## src/rtl/dr_pkg.sv

```systemverilog
package dr_pkg;

    typedef enum logic [1:0] {
        SND_IDLE = 2'd0,
        SND_DATA = 2'd1,
        SND_RTZ  = 2'd2
    } snd_state_e;

endpackage

```

## src/rtl/dr_completion.sv

```systemverilog
module dr_completion #(
    parameter int W = 8
) (
    input  logic [2*W-1:0] rails_i,
    output logic           all_valid_o,
    output logic           all_empty_o,
    output logic           any_bad_o,
    output logic [W-1:0]   word_o
);

    logic [W-1:0] pair_has;
    logic [W-1:0] pair_bad;

    generate
        for (genvar i = 0; i < W; i++) begin : g_pair
            assign pair_has[i] = rails_i[2*i+1] | rails_i[2*i];
            assign pair_bad[i] = rails_i[2*i+1] & rails_i[2*i];
            assign word_o[i]   = rails_i[2*i+1];
        end
    endgenerate

    assign all_valid_o = &pair_has;
    assign all_empty_o = ~|pair_has;
    assign any_bad_o   = |pair_bad;

endmodule

```

## src/rtl/dr_sender.sv

```systemverilog
module dr_sender
    import dr_pkg::*;
#(
    parameter int W = 8
) (
    input  logic           clk,
    input  logic           rst_n,
    input  logic [W-1:0]   word_i,
    input  logic           start_i,
    input  logic           ack_i,
    output logic [2*W-1:0] rails_o,
    output logic           busy_o
);

    localparam int RW = 2 * W;

    typedef struct packed {
        snd_state_e     st;
        logic [W-1:0]   word;
        logic           pend;
        logic [W-1:0]   pend_word;
        logic [RW-1:0]  rails;
    } snd_regs_t;

    snd_regs_t s_d, s_q;
    logic [RW-1:0] enc_d;

    always_comb begin
        s_d = s_q;
        case (s_q.st)
            SND_IDLE: begin
                if (!ack_i && s_q.pend) begin
                    s_d.st    = SND_DATA;
                    s_d.word  = s_q.pend_word;
                    s_d.pend  = start_i;
                    if (start_i) s_d.pend_word = word_i;
                end else if (!ack_i && start_i) begin
                    s_d.st   = SND_DATA;
                    s_d.word = word_i;
                end else if (start_i) begin
                    s_d.pend      = 1'b1;
                    s_d.pend_word = word_i;
                end
            end
            SND_DATA: begin
                if (ack_i) s_d.st = SND_RTZ;
                if (start_i) begin
                    s_d.pend      = 1'b1;
                    s_d.pend_word = word_i;
                end
            end
            SND_RTZ: begin
                if (!ack_i) s_d.st = SND_IDLE;
                if (start_i) begin
                    s_d.pend      = 1'b1;
                    s_d.pend_word = word_i;
                end
            end
            default: s_d.st = SND_IDLE;
        endcase
        for (int i = 0; i < W; i++) begin
            enc_d[2*i+1] = s_d.word[i];
            enc_d[2*i]   = ~s_d.word[i];
        end
        s_d.rails = (s_d.st == SND_DATA) ? enc_d : '0;
    end

    always_ff @(posedge clk) begin
        if (!rst_n) begin
            s_q <= '{st: SND_IDLE, word: '0, pend: 1'b0, pend_word: '0, rails: '0};
        end else begin
            s_q <= s_d;
        end
    end

    assign rails_o = s_q.rails;
    assign busy_o  = (s_q.st != SND_IDLE) || s_q.pend;

    // codeword held while waiting for the acknowledge
    p_hold_code_r2: assert property (@(posedge clk) disable iff (!rst_n)
        (s_q.st == SND_DATA && !ack_i) |=> $stable(rails_o));

    // spacer follows the acknowledge
    p_spacer_after_ack_r2: assert property (@(posedge clk) disable iff (!rst_n)
        (s_q.st == SND_DATA && ack_i) |=> (rails_o == '0));

    // no launch while the acknowledge is high
    p_launch_ack_low_r3: assert property (@(posedge clk) disable iff (!rst_n)
        (s_q.st != SND_DATA) && ack_i |=> (s_q.st != SND_DATA));

    // pending word leaves once idle and acknowledge low
    p_pend_launch_r4: assert property (@(posedge clk) disable iff (!rst_n)
        (s_q.st == SND_IDLE && s_q.pend && !ack_i)
        |=> (s_q.st == SND_DATA && s_q.word == $past(s_q.pend_word)));

endmodule

```

## src/rtl/dr_receiver.sv

```systemverilog
module dr_receiver #(
    parameter int W = 8
) (
    input  logic           clk,
    input  logic           rst_n,
    input  logic [2*W-1:0] rails_i,
    input  logic           hold_i,
    output logic           ack_o,
    output logic [W-1:0]   word_o,
    output logic           strobe_o,
    output logic           err_o
);

    typedef struct packed {
        logic         ack;
        logic [W-1:0] word;
        logic         strobe;
        logic         err;
    } rcv_regs_t;

    rcv_regs_t r_d, r_q;

    logic         all_valid;
    logic         all_empty;
    logic         any_bad;
    logic [W-1:0] dec_word;

    dr_completion #(.W(W)) u_comp (
        .rails_i     (rails_i),
        .all_valid_o (all_valid),
        .all_empty_o (all_empty),
        .any_bad_o   (any_bad),
        .word_o      (dec_word)
    );

    always_comb begin
        r_d        = r_q;
        r_d.strobe = 1'b0;
        r_d.err    = any_bad;
        if (!r_q.ack) begin
            if (all_valid && !any_bad && !hold_i) begin
                r_d.ack    = 1'b1;
                r_d.word   = dec_word;
                r_d.strobe = 1'b1;
            end
        end else if (all_empty && !hold_i) begin
            r_d.ack = 1'b0;
        end
    end

    always_ff @(posedge clk) begin
        if (!rst_n) begin
            r_q <= '{ack: 1'b0, word: '0, strobe: 1'b0, err: 1'b0};
        end else begin
            r_q <= r_d;
        end
    end

    assign ack_o    = r_q.ack;
    assign word_o   = r_q.word;
    assign strobe_o = r_q.strobe;
    assign err_o    = r_q.err;

    p_ack_rise_valid_r5: assert property (@(posedge clk) disable iff (!rst_n)
        $rose(ack_o) |-> $past(all_valid));

    p_strobe_on_rise_r6: assert property (@(posedge clk) disable iff (!rst_n)
        strobe_o |-> $rose(ack_o));

    p_ack_fall_empty_r7: assert property (@(posedge clk) disable iff (!rst_n)
        $fell(ack_o) |-> $past(all_empty));

    p_hold_freezes_r8: assert property (@(posedge clk) disable iff (!rst_n)
        hold_i |=> $stable(ack_o));

    p_bad_blocks_r9: assert property (@(posedge clk) disable iff (!rst_n)
        (any_bad && !ack_o) |=> (err_o && !ack_o));

endmodule

```

## src/rtl/dr_link.sv

```systemverilog
module dr_link #(
    parameter int W = 8
) (
    input  logic           clk,
    input  logic           rst_n,
    input  logic [W-1:0]   snd_word,
    input  logic           snd_start,
    output logic           snd_busy,
    output logic [2*W-1:0] snd_rails,
    input  logic           snd_ack,
    input  logic [2*W-1:0] rcv_rails,
    input  logic           rcv_hold,
    output logic           rcv_ack,
    output logic [W-1:0]   rcv_word,
    output logic           rcv_strobe,
    output logic           rcv_err
);

    dr_sender #(.W(W)) u_snd (
        .clk     (clk),
        .rst_n   (rst_n),
        .word_i  (snd_word),
        .start_i (snd_start),
        .ack_i   (snd_ack),
        .rails_o (snd_rails),
        .busy_o  (snd_busy)
    );

    dr_receiver #(.W(W)) u_rcv (
        .clk      (clk),
        .rst_n    (rst_n),
        .rails_i  (rcv_rails),
        .hold_i   (rcv_hold),
        .ack_o    (rcv_ack),
        .word_o   (rcv_word),
        .strobe_o (rcv_strobe),
        .err_o    (rcv_err)
    );

endmodule

```

## config.mk

```make
export PLATFORM = sky130hd
export DESIGN_NAME = dr_link
export DESIGN_NICKNAME = d
export VERILOG_FILES = /design/src/rtl/dr_pkg.sv /design/src/rtl/dr_completion.sv /design/src/rtl/dr_sender.sv /design/src/rtl/dr_receiver.sv /design/src/rtl/dr_link.sv
export SDC_FILE = /design/constraint.sdc
export NUM_CORES = 1
export LEC_CHECK = 0
export BUFFER_PORTS_ARGS = -buffer_cell sky130_fd_sc_hd__buf_4
export CAP_MARGIN = 20
export CORE_ASPECT_RATIO = 1.75
export CORE_UTILIZATION = 40
export DETAILED_ROUTE_END_ITERATION = 7
export GPL_TIMING_DRIVEN = 0
export SYNTH_ARGS = -nofsm -noshare
export SYNTH_HDL_FRONTEND = slang
export SYNTH_SLANG_ARGS = --single-unit
```

## constraint.sdc

```tcl
create_clock -name clk -period 1.98 [get_ports clk]
set_input_delay 0.198 -clock clk [delete_from_list [all_inputs] [get_ports clk]]
set_output_delay 0.198 -clock clk [all_outputs]
set_load 0.1 [all_outputs]
```

==> results.json, run 1 <==
{
  "die_w_um": 57.1,
  "yosys-top-cells-area": "dfxtp_1 (43%), buf_4 (6.0%), a21oi_1 (5.2%)",
  "synthTopCellsByCount": "dfxtp_1 (46), a21oi_1 (22), nand2_1 (19)",
  "clock_path_buffers": 2,
  "clock-sinks": 46,
  "layout-drive-gt1-share_pct": 30.4,
  "worstHoldPathType": "input port to flop",
  "path_max_fanout": 10,
  "dpl_worst_slack_ps": -92.2,
  "switchingPower_w": 0.000785,
  "ys_seq_area_share_pct": 43.3,
  "final_hold_viol_count": 0,
  "fin_skew_ps": 3.51,
  "syn_inst": 239,
  "r2r_slack_ps": 130,
  "synth_top_flop_cell": "dfxtp_1",
  "cp-start-kind": "flop",
  "drc": 10,
  "yosysUniqueCellTypes": 33,
  "clkTransAtPathRegs_ps": 80,
  "syn_avg_cell_area_um2": 8.90,
  "vias": 1905,
  "grt_overflow": 0,
  "cp_data_required_time_ps": 2210,
  "crit_arrival_ps": 2080,
  "status": "complete, but fails checks",
  "grt.total_usage_pct": 18.4,
  "peakVddDrop_v": 0.000289,
  "p_leak_nw": 1.16,
  "fin_cells": 357,
  "h-tree-depth": 2,
  "slew_headroom_pct": 45.0,
  "fin_crit_sh_pct": 93.6,
  "antenna_cells": 0,
  "cts_inserted_buffers": 5,
  "fin_ws_ps": 128,
  "nNetsFinal": 335,
  "area_delta_synth_final_pct": 28.9,
  "start_util_pct": 42.0,
  "clkLatencyLatePin_ps": 300,
  "synthArstFlopShare_pct": 0,
  "period_needed_ps": 1850,
  "clock.fmax_mhz": 540,
  "routedWlPerCell_um": 14.0,
  "first_pass_iters": 6,
  "violations": "design-rule violations",
  "coreArea_mm2": 0.00506,
  "whs_path_depth": 3,
  "setup_viol": 0,
  "p_sw_share_pct": 34.4,
  "post-route-util_pct": 54.2,
  "synthesis.nets": 272,
  "wl_met2_um": 2840,
  "antenna_found_initial": 0,
  "top_layer": "met4",
  "dieArea_mm2": 0.00562,
  "tns_ps": 0,
  "met3WireLength_um": 248,
  "maxCapViolations": 0,
  "dp.cells": 348,
  "synth.most_common_cell": "dfxtp_1",
  "ff2ff_path_depth": 8,
  "ys.warnings.count": 0,
  "end_kind": "flop",
  "seqPwrFrac_pct": 44.4,
  "cts-root-buf": "clkbuf_8",
  "rows": 34,
  "grt_pass1_vias": 1823,
  "netlist_area_mm2": 0.00213,
  "netlist.area_leader.share_pct": 43.3,
  "ios": 57,
  "gp_congestion": 0.876,
  "power_w": 0.00228,
  "powerDensity_mw_per_mm2": 833,
  "grt_max_degree": 14,
  "drt_wl_total_um": 5000,
  "drt_iter0_drc": 31,
  "p_clk_share_pct": 25.7,
  "grt_pass1_wl_um": 8020,
  "p_int_w": 0.00150,
  "dp_hpwl_um": 3810,
  "ys_ff_latch": 46,
  "p_comb_share_pct": 29.9,
  "rsz0062_at_grt": "no",
  "worstSetupPathType": "flop to flop",
  "met1Wirelength_um": 1820,
  "die_y_um": 98.5,
  "tightest_slew_ps": 818,
  "viasPerCell": 5.34,
  "yosys.area.top_type": "dfxtp_1",
  "drtAntennaViolNets": 0,
  "report.final.slew_viol_count": 0,
  "cts_tree": "done",
  "io_buffers": 55,
  "postCtsHoldBufs": 0,
  "synth_edf_count": 0
}
## worst paths after layout
check                                    from            end
worst max-delay path            u_snd.s_q[33]  u_snd.s_q[21]
worst min-delay path              snd_word[2]  u_snd.s_q[18]
worst max register to register  u_snd.s_q[33]  u_snd.s_q[21]
worst min register to register  u_snd.s_q[22]  u_snd.s_q[22]
## power by group through the flow
| stage | clock [W] | sequential (W) | combinational (W) |
|---|---|---|---|
| detailed placement | 0 | 0.00104 | 0.000663 |
| finish | 0.000587 | 0.00102 | 0.000683 |
| global route | 0.000636 | 0.00102 | 0.000723 |
| global placement | 0 | 0.00103 | 0.000660 |
| CTS | 0.000601 | 0.00101 | 0.000670 |
| floorplan | 0 | 0.00105 | 0.000487 |
## cell type report
cell class,instances,area [µm²]
plain buffers,30,184
flip-flops and latches,46,923
well taps,54,67.6
inverters,5,18.8
clock inverters,1,5.00
clock buffers,7,86.3
fillers,497,2320
multi-input cells,158,1020
repair buffers,56,433
## flip-flops by register name, indices dropped and copies added (netlist names)
name and flops:
u_rcv.strobe_o 1, u_snd.s_q 19, u_rcv.err_o 1, u_snd.rails_o 16, u_rcv.word_o 8, u_rcv.ack_o 1
## metal layers
| layer | vias to the layer above | GRT usage (%) |
|---|---|---|
| met5 | - | 0 |
| met4 | 0 | 7.88 |
| met3 | 7 | 4.72 |
| li1 | 967 | - |
| met2 | 56 | 37.2 |
| met1 | 875 | 16.1 |
## placed cells by master (no fill, tap or decap), drive strengths merged, types with 2 or more instances in the layout
cell type and count:
a21oi 23, a221o 8, a22oi 4, and2 8, buf 79, clkbuf 14
dfxtp 46, ha 4, inv 5, mux2i 8, nand2 19, nand2b 11
nand4 10, nand4b 8, nor2 16, nor2b 8, nor3 5, nor4 4
o21ai 2, o22ai 2, o31ai 8, or3 2
## worst max-delay path, stage by stage, from the launching register on
cell and delay, ps:
dfxtp_2 380, inv_1 70, ha_1 250, buf_2 210
nor3_1 180, o21ai_0 150, a21oi_4 200, buf_12 150
mux2i_1 180
## logic make-up (layout without fill, tap and decap cells)
kind of cell,after synthesis,in the layout,synth area share [%]
buffers and inverters,35,99,9.53
multiplexers,8,8,3.76
adder cells (fa/ha/maj),4,4,2.35
AO/OA/AOI/OAI,51,51,16.2
AND/OR/NAND/NOR,95,95,24.9
flip-flops,46,46,43.3
## stage by stage
stage / cell area, µm² / hold slack [ps]
floorplan: 2130 / 340
global placement: 2610 / 444
detailed placement: 2610 / 455
CTS: 2710 / 160
global route: 2740 / 155
finish: 2740 / 159
## repair_timing
action / CTS / global route
gates resized for setup: 2 / 2
pin swaps: 0 / 1
setup buffers: 0 / 1
setup endpoints to repair: 18 / 18
No activity file was read; power rests on OpenSTA's default activity.
==> inputs of run 2 (changes only) <==
Settings changed: ABC_AREA set to 1.
==> results.json, run 2 <==
{
  "max_stage_delay_ps": 410,
  "ios": 57,
  "synthesis.nets": 327,
  "fillers": 530,
  "routedWlPerCell_um": 10.7,
  "synth.most_common_cell": "nor2_1",
  "tns_ps": 0,
  "drtAntennaViolNets": 0,
  "max_flop_register": "u_snd.s_q",
  "ys_ff_latch": 46,
  "cts_resized": 1,
  "start_util_pct": 42.1,
  "whs_path_depth": 3,
  "cts-root-buf": "clkbuf_8",
  "synthTopCellsByCount": "nor2_1 (78), dfxtp_1 (46), nand2_1 (45)",
  "h-tree-depth": 2,
  "powerDensity_mw_per_mm2": 926,
  "fin_ws_ps": 174,
  "cts_setup_buffers": 0,
  "die_y_um": 98.5,
  "setup_viol": 0,
  "post-route-util_pct": 54.1,
  "drt_iter0_drc": 35,
  "dpl_cell_area_mm2": 0.00262,
  "io_buffers": 56,
  "report.final.slew_viol_count": 0,
  "synth_top_flop_cell": "dfxtp_1",
  "yosys.area.top_type": "dfxtp_1",
  "syn_inst": 294,
  "largest_reg_flops": 19,
  "layout-drive-gt1-share_pct": 26.3,
  "grt_overflow": 0,
  "end_kind": "primary output",
  "p_leak_nw": 1.40,
  "postCtsHoldBufs": 0,
  "die_w_um": 57.2,
  "fin_crit_sh_pct": 91.2,
  "cp_data_required_time_ps": 1780,
  "drc": 7,
  "vias": 1905,
  "coreArea_mm2": 0.00506,
  "clock.fmax_mhz": 554,
  "clkTransAtPathRegs_ps": 80,
  "tightest_slew_ps": 562,
  "netlist.area_leader.share_pct": 43.2,
  "dp_hpwl_um": 3630,
  "rsz0062_at_grt": "no",
  "min_from": "snd_word[7]",
  "cts_tree": "done",
  "cp-start-kind": "flop",
  "rows": 34,
  "crit_arrival_ps": 1610,
  "fin_skew_ps": 4.26,
  "worstPathCellList": "inv_1 > ha_2 > inv_2 > nor2_4 > inv_1 > buf_4",
  "critPathMostFrequentCell": "inv_1",
  "ff2ff_path_depth": 9,
  "peakVddDrop_v": 0.000400,
  "critPathSlowestCell": "dfxtp_1",
  "mostFrequentLayoutCell": "nor2_1",
  "nNetsFinal": 390,
  "dieArea_mm2": 0.00563,
  "violations": "design-rule violations",
  "yosysUniqueCellTypes": 25,
  "cts_inserted_buffers": 5,
  "yosys-top-cells-area": "dfxtp_1 (43%), nor2_1 (14%), nand2_1 (7.9%)",
  "maxCapViolations": 0,
  "period_needed_ps": 1810,
  "antenna_cells": 0,
  "grt_pass1_wl_um": 7190,
  "path_max_fanout": 8,
  "grt.total_usage_pct": 16.5,
  "fin_area_mm2": 0.00274,
  "clkLatencyLatePin_ps": 290,
  "gp_congestion": 0.818,
  "worstHoldPathType": "input port to flop",
  "worstSetupPathType": "flop to primary output",
  "final_hold_viol_count": 0,
  "syn_avg_cell_area_um2": 7.24,
  "first_pass_iters": 8,
  "viasPerCell": 4.64,
  "r2r_slack_ps": 290,
  "dpl_worst_slack_ps": 51.6,
  "clock-sinks": 46,
  "final_cell_mix": "nor2_1 (78), buf_4 (72), dfxtp_1 (46)",
  "ys.warnings.count": 0,
  "slew_headroom_pct": 62.4,
  "ys_seq_area_share_pct": 43.2,
  "status": "complete, but fails checks",
  "clock_path_buffers": 2,
  "synthArstFlopShare_pct": 0,
  "grt_pass1_vias": 1808,
  "power_w": 0.00254,
  "grt_max_degree": 14,
  "netlist_area_mm2": 0.00213,
  "r2r_start": "u_snd.s_q[33]",
  "drt_wl_total_um": 4380,
  "hold_end": "u_snd.s_q[23]",
  "r2r-end": "u_snd.s_q[23]",
  "area_delta_synth_final_pct": 28.7,
  "synth_edf_count": 0,
  "antenna_found_initial": 0
}
[run 2: changes by cell type after synthesis, moves of 9 or more]
cell,delta
nor2_1,+62
inv_1,+28
nand2_1,+26
nand2b_1,-11
nand3_1,+10
a21oi_1,-9
nand4_1,-9
[run 2: critical path: cells and delay by family (launching register included)]
| family | cells | cell delay [ps] |
|---|---|---|
| adders and majority gates | 1 | 230 |
| DFF | 1 | 410 |
| buffers and inverters | 4 | 590 |
| and+or+nand+nor | 1 | 80 |
[run 2: stage by stage]
| step | hold WS [ps] | std cells |
|---|---|---|
| detailed placement | 453 | 404 |
| finish | 145 | 411 |
| CTS | 142 | 411 |
| floorplan | 330 | 294 |
| global route | 169 | 411 |
| global placement | 433 | 404 |
[run 2: layout make-up]
class	instances	area (µm²)	share of cell area, %
Buffer	20	156	5.71
Multi-Input combinational cell	191	923	33.7
Inverter	37	139	5.07
Tap cell	54	67.6	2.47
Sequential cell	46	921	33.6
Clock inverter	1	30.0	1.10
Timing Repair Buffer	56	420	15.3
Clock buffer	6	82.6	3.01
[run 2: how the worst max path moves through the flow]
| stage | from | to | slack (ps) | cells after the start |
|---|---|---|---|---|
| global placement | u_snd.s_q[33] | u_snd.s_q[18] | 60 | 9 |
| CTS | u_snd.s_q[33] | snd_busy | 80 | 6 |
| detailed placement | u_snd.s_q[33] | u_snd.s_q[20] | 50 | 9 |
| global route | u_snd.s_q[33] | snd_busy | 70 | 6 |
| finish | u_snd.s_q[33] | snd_busy | 170 | 6 |
| floorplan | u_snd.s_q[33] | snd_busy | 230 | 5 |
[run 2: routing by layer]
metal  routed length [µm]  share of wire, %  vias up  track usage [%]
li1                     -                 -     1020                -
met1                 1530                35      822             13.9
met2                 2490                57       52             33.3
met3                  194               4.4       11             2.89
met4                  165               3.8        0             10.1
met5                    0                 0        -                0
[run 2: kinds of logic after synthesis]
kind of cell / after synthesis / synth area share [%]
AND/OR/NAND/NOR: 160 / 32.9
buffers and inverters: 57 / 13.9
flip-flops: 46 / 43.2
AO/OA/AOI/OAI: 27 / 7.64
adder cells (fa/ha/maj): 4 / 2.35
[run 2: report_power, final]
group / switching (W) / internal [W] / total (W)
Sequential: 0.0000280 / 0.00101 / 0.00103
Clock: 0.000289 / 0.000403 / 0.000692
Combinational: 0.000566 / 0.000246 / 0.000812
Total: 0.000883 / 0.00166 / 0.00254
==> inputs of run 3 (changes only) <==
Settings changed: CTS_CLUSTER_SIZE set to 24, SYNTH_HIERARCHICAL set to 1.
==> results.json, run 3 <==
{
  "ios": 57,
  "final_hold_viol_count": 0,
  "report.final.slew_viol_count": 0,
  "clkLatencyLatePin_ps": 310,
  "antenna_cells": 0,
  "grt_max_degree": 15,
  "cp_data_required_time_ps": 2170,
  "rows": 37,
  "first_pass_iters": 4,
  "grt_pass1_vias": 2171,
  "routedWlPerCell_um": 10.5,
  "synthArstFlopShare_pct": 0,
  "die_y_um": 107,
  "area_delta_synth_final_pct": 23.9,
  "tns_ps": 0,
  "cts_setup_buffers": 0,
  "dpl_worst_slack_ps": 330,
  "fillers": 641,
  "viasPerCell": 4.57,
  "fin_ws_ps": 293,
  "p_comb_share_pct": 36.9,
  "max_flop_register": "u_snd/s_q",
  "synthTopCellsByCount": "nand2_1 (93), nor2_1 (62), dfxtp_1 (46)",
  "cts-root-buf": "clkbuf_8",
  "nNetsFinal": 451,
  "met1Wirelength_um": 1880,
  "ys_ff_latch": 46,
  "antenna_found_initial": 0,
  "clock.fmax_mhz": 593,
  "drt_wl_total_um": 5240,
  "top_layer": "met4",
  "cts_resized": 0,
  "worstHoldPathType": "input port to flop",
  "powerDensity_mw_per_mm2": 818,
  "synthesis.nets": 389,
  "synth_edf_count": 0,
  "start_util_pct": 42.0,
  "die_w_um": 61.9,
  "worstSetupPathType": "flop to flop",
  "p_sw_share_pct": 39.0,
  "synth.most_common_cell": "nand2_1",
  "ys_seq_area_share_pct": 36.7,
  "grt_pass1_wl_um": 9260,
  "mostFrequentLayoutCell": "nand2_1",
  "ys.warnings.count": 6,
  "slew_headroom_pct": 71.6,
  "grt_overflow": 0,
  "p_clk_share_pct": 22.4,
  "switchingPower_w": 0.000991,
  "synth_top_flop_cell": "dfxtp_1",
  "status": "complete, no violations",
  "peakVddDrop_v": 0.000356,
  "wl_met2_um": 3000,
  "gp_congestion": 0.797,
  "grt.total_usage_pct": 18.7,
  "setup_viol": 0,
  "netlist.area_leader.share_pct": 36.7,
  "final_cell_mix": "nand2_1 (92), buf_4 (80), nor2_1 (62)",
  "cp-start-kind": "flop",
  "crit_arrival_ps": 1880,
  "clock-sinks": 46,
  "rsz0062_at_grt": "no",
  "path_max_fanout": 10,
  "netlist_area_mm2": 0.00251,
  "p_leak_nw": 1.65,
  "coreArea_mm2": 0.00597,
  "drtAntennaViolNets": 0,
  "yosys-top-cells-area": "dfxtp_1 (37%), nand2_1 (14%), nor2_1 (9.3%)",
  "drc": 0,
  "cts_inserted_buffers": 5,
  "period_needed_ps": 1690,
  "vias": 2270,
  "drt_iter0_drc": 119,
  "dp_hpwl_um": 4280,
  "largest_reg_flops": 19,
  "syn_inst": 356,
  "p_int_w": 0.00155,
  "end_kind": "flop",
  "tightest_slew_ps": 426,
  "dieArea_mm2": 0.00660,
  "clock_path_buffers": 2,
  "clkTransAtPathRegs_ps": 90,
  "fin_crit_sh_pct": 85.2,
  "io_buffers": 55,
  "seqPwrFrac_pct": 40.7,
  "fin_skew_ps": 9.35,
  "met3WireLength_um": 230,
  "syn_avg_cell_area_um2": 7.04,
  "cts_tree": "done",
  "postCtsHoldBufs": 0,
  "yosysUniqueCellTypes": 27,
  "layout-drive-gt1-share_pct": 28.9,
  "h-tree-depth": 2,
  "maxCapViolations": 0,
  "yosys.area.top_type": "dfxtp_1"
}
## run 3: changes by cell type after synthesis, sizes merged, moves of 3 or more
cell / before / now
a21oi: 13 / 29
buf: 18 / 32
nand2: 48 / 100
nand3: 13 / 22
nand3b: 6 / 3
nor2: 81 / 71
nor3: 11 / 0
o31ai: 7 / 1
## run 3: cell type report
type,count,area (µm²),area share (%)
buffer,34,288,9.26
clock buffer,6,72.6,2.34
clock inverter,2,13.8,0.443
inverter,37,141,4.55
multi-input combinational,239,1160,37.3
sequential,46,921,29.6
tap,78,97.6,3.14
timing repair buffer,55,413,13.3
## run 3: routing by layer
metal	vias up	GRT usage, %
met5	-	0
met1	998	18.4
met2	67	34.7
met3	8	3.62
li1	1197	-
met4	0	9.37
## run 3: cell families (layout without fill, tap and decap cells)
kind of cell / Yosys count / after routing / share of synthesized area [%]
compound gates: 37 / 37 / 7.78
flops: 46 / 46 / 36.7
fa+ha+maj: 4 / 4 / 2.00
simple gates: 198 / 198 / 36.4
buf+inv: 71 / 134 / 17.1
## run 3: power groups by stage
stage,sequential [W],clock (W),combinational [W]
6_report,0.00103,0.000568,0.000938
5_1_grt,0.00105,0.000639,0.00102
4_1_cts,0.00103,0.000599,0.000944
3_5_place_dp,0.00105,0,0.000941
3_3_place_gp,0.00105,0,0.000932
2_1_floorplan,0.00107,0,0.000725
## run 3: worst paths after layout
| check | startpoint | slack [ps] | depth (start not counted) | endpoint |
|---|---|---|---|---|
| worst min register to register | u_snd/s_q[20] | 490 | 2 | u_snd/s_q[20] |
| worst min-delay path | snd_word[3] | 120 | 3 | u_snd/s_q[19] |
| worst max register to register | u_snd/s_q[33] | 290 | 9 | u_snd/rails_o[1] |
| worst max-delay path | u_snd/s_q[33] | 290 | 9 | u_snd/rails_o[1] |
## run 3: critical path: stages (launching register included)
cell	delay, ps
dfxtp_1	360
inv_1	90
ha_1	290
inv_2	140
buf_6	180
nor2_8	70
nand2_1	80
nand2_1	50
a21oi_1	230
nor2_1	80
## run 3: metrics by stage
stage / area, µm² / std cells / hold slack, ps / total power, W / utilization, %
after detailed placement: 3020 / 489 / 446 / 0.00200 / 50.6
after global placement: 3020 / 489 / 439 / 0.00199 / 50.6
final: 3110 / 497 / 124 / 0.00254 / 52.0
after CTS: 3110 / 497 / 108 / 0.00258 / 52.0
after floorplan: 2510 / 356 / 333 / 0.00179 / -
after global routing: 3110 / 497 / 149 / 0.00271 / 52.0
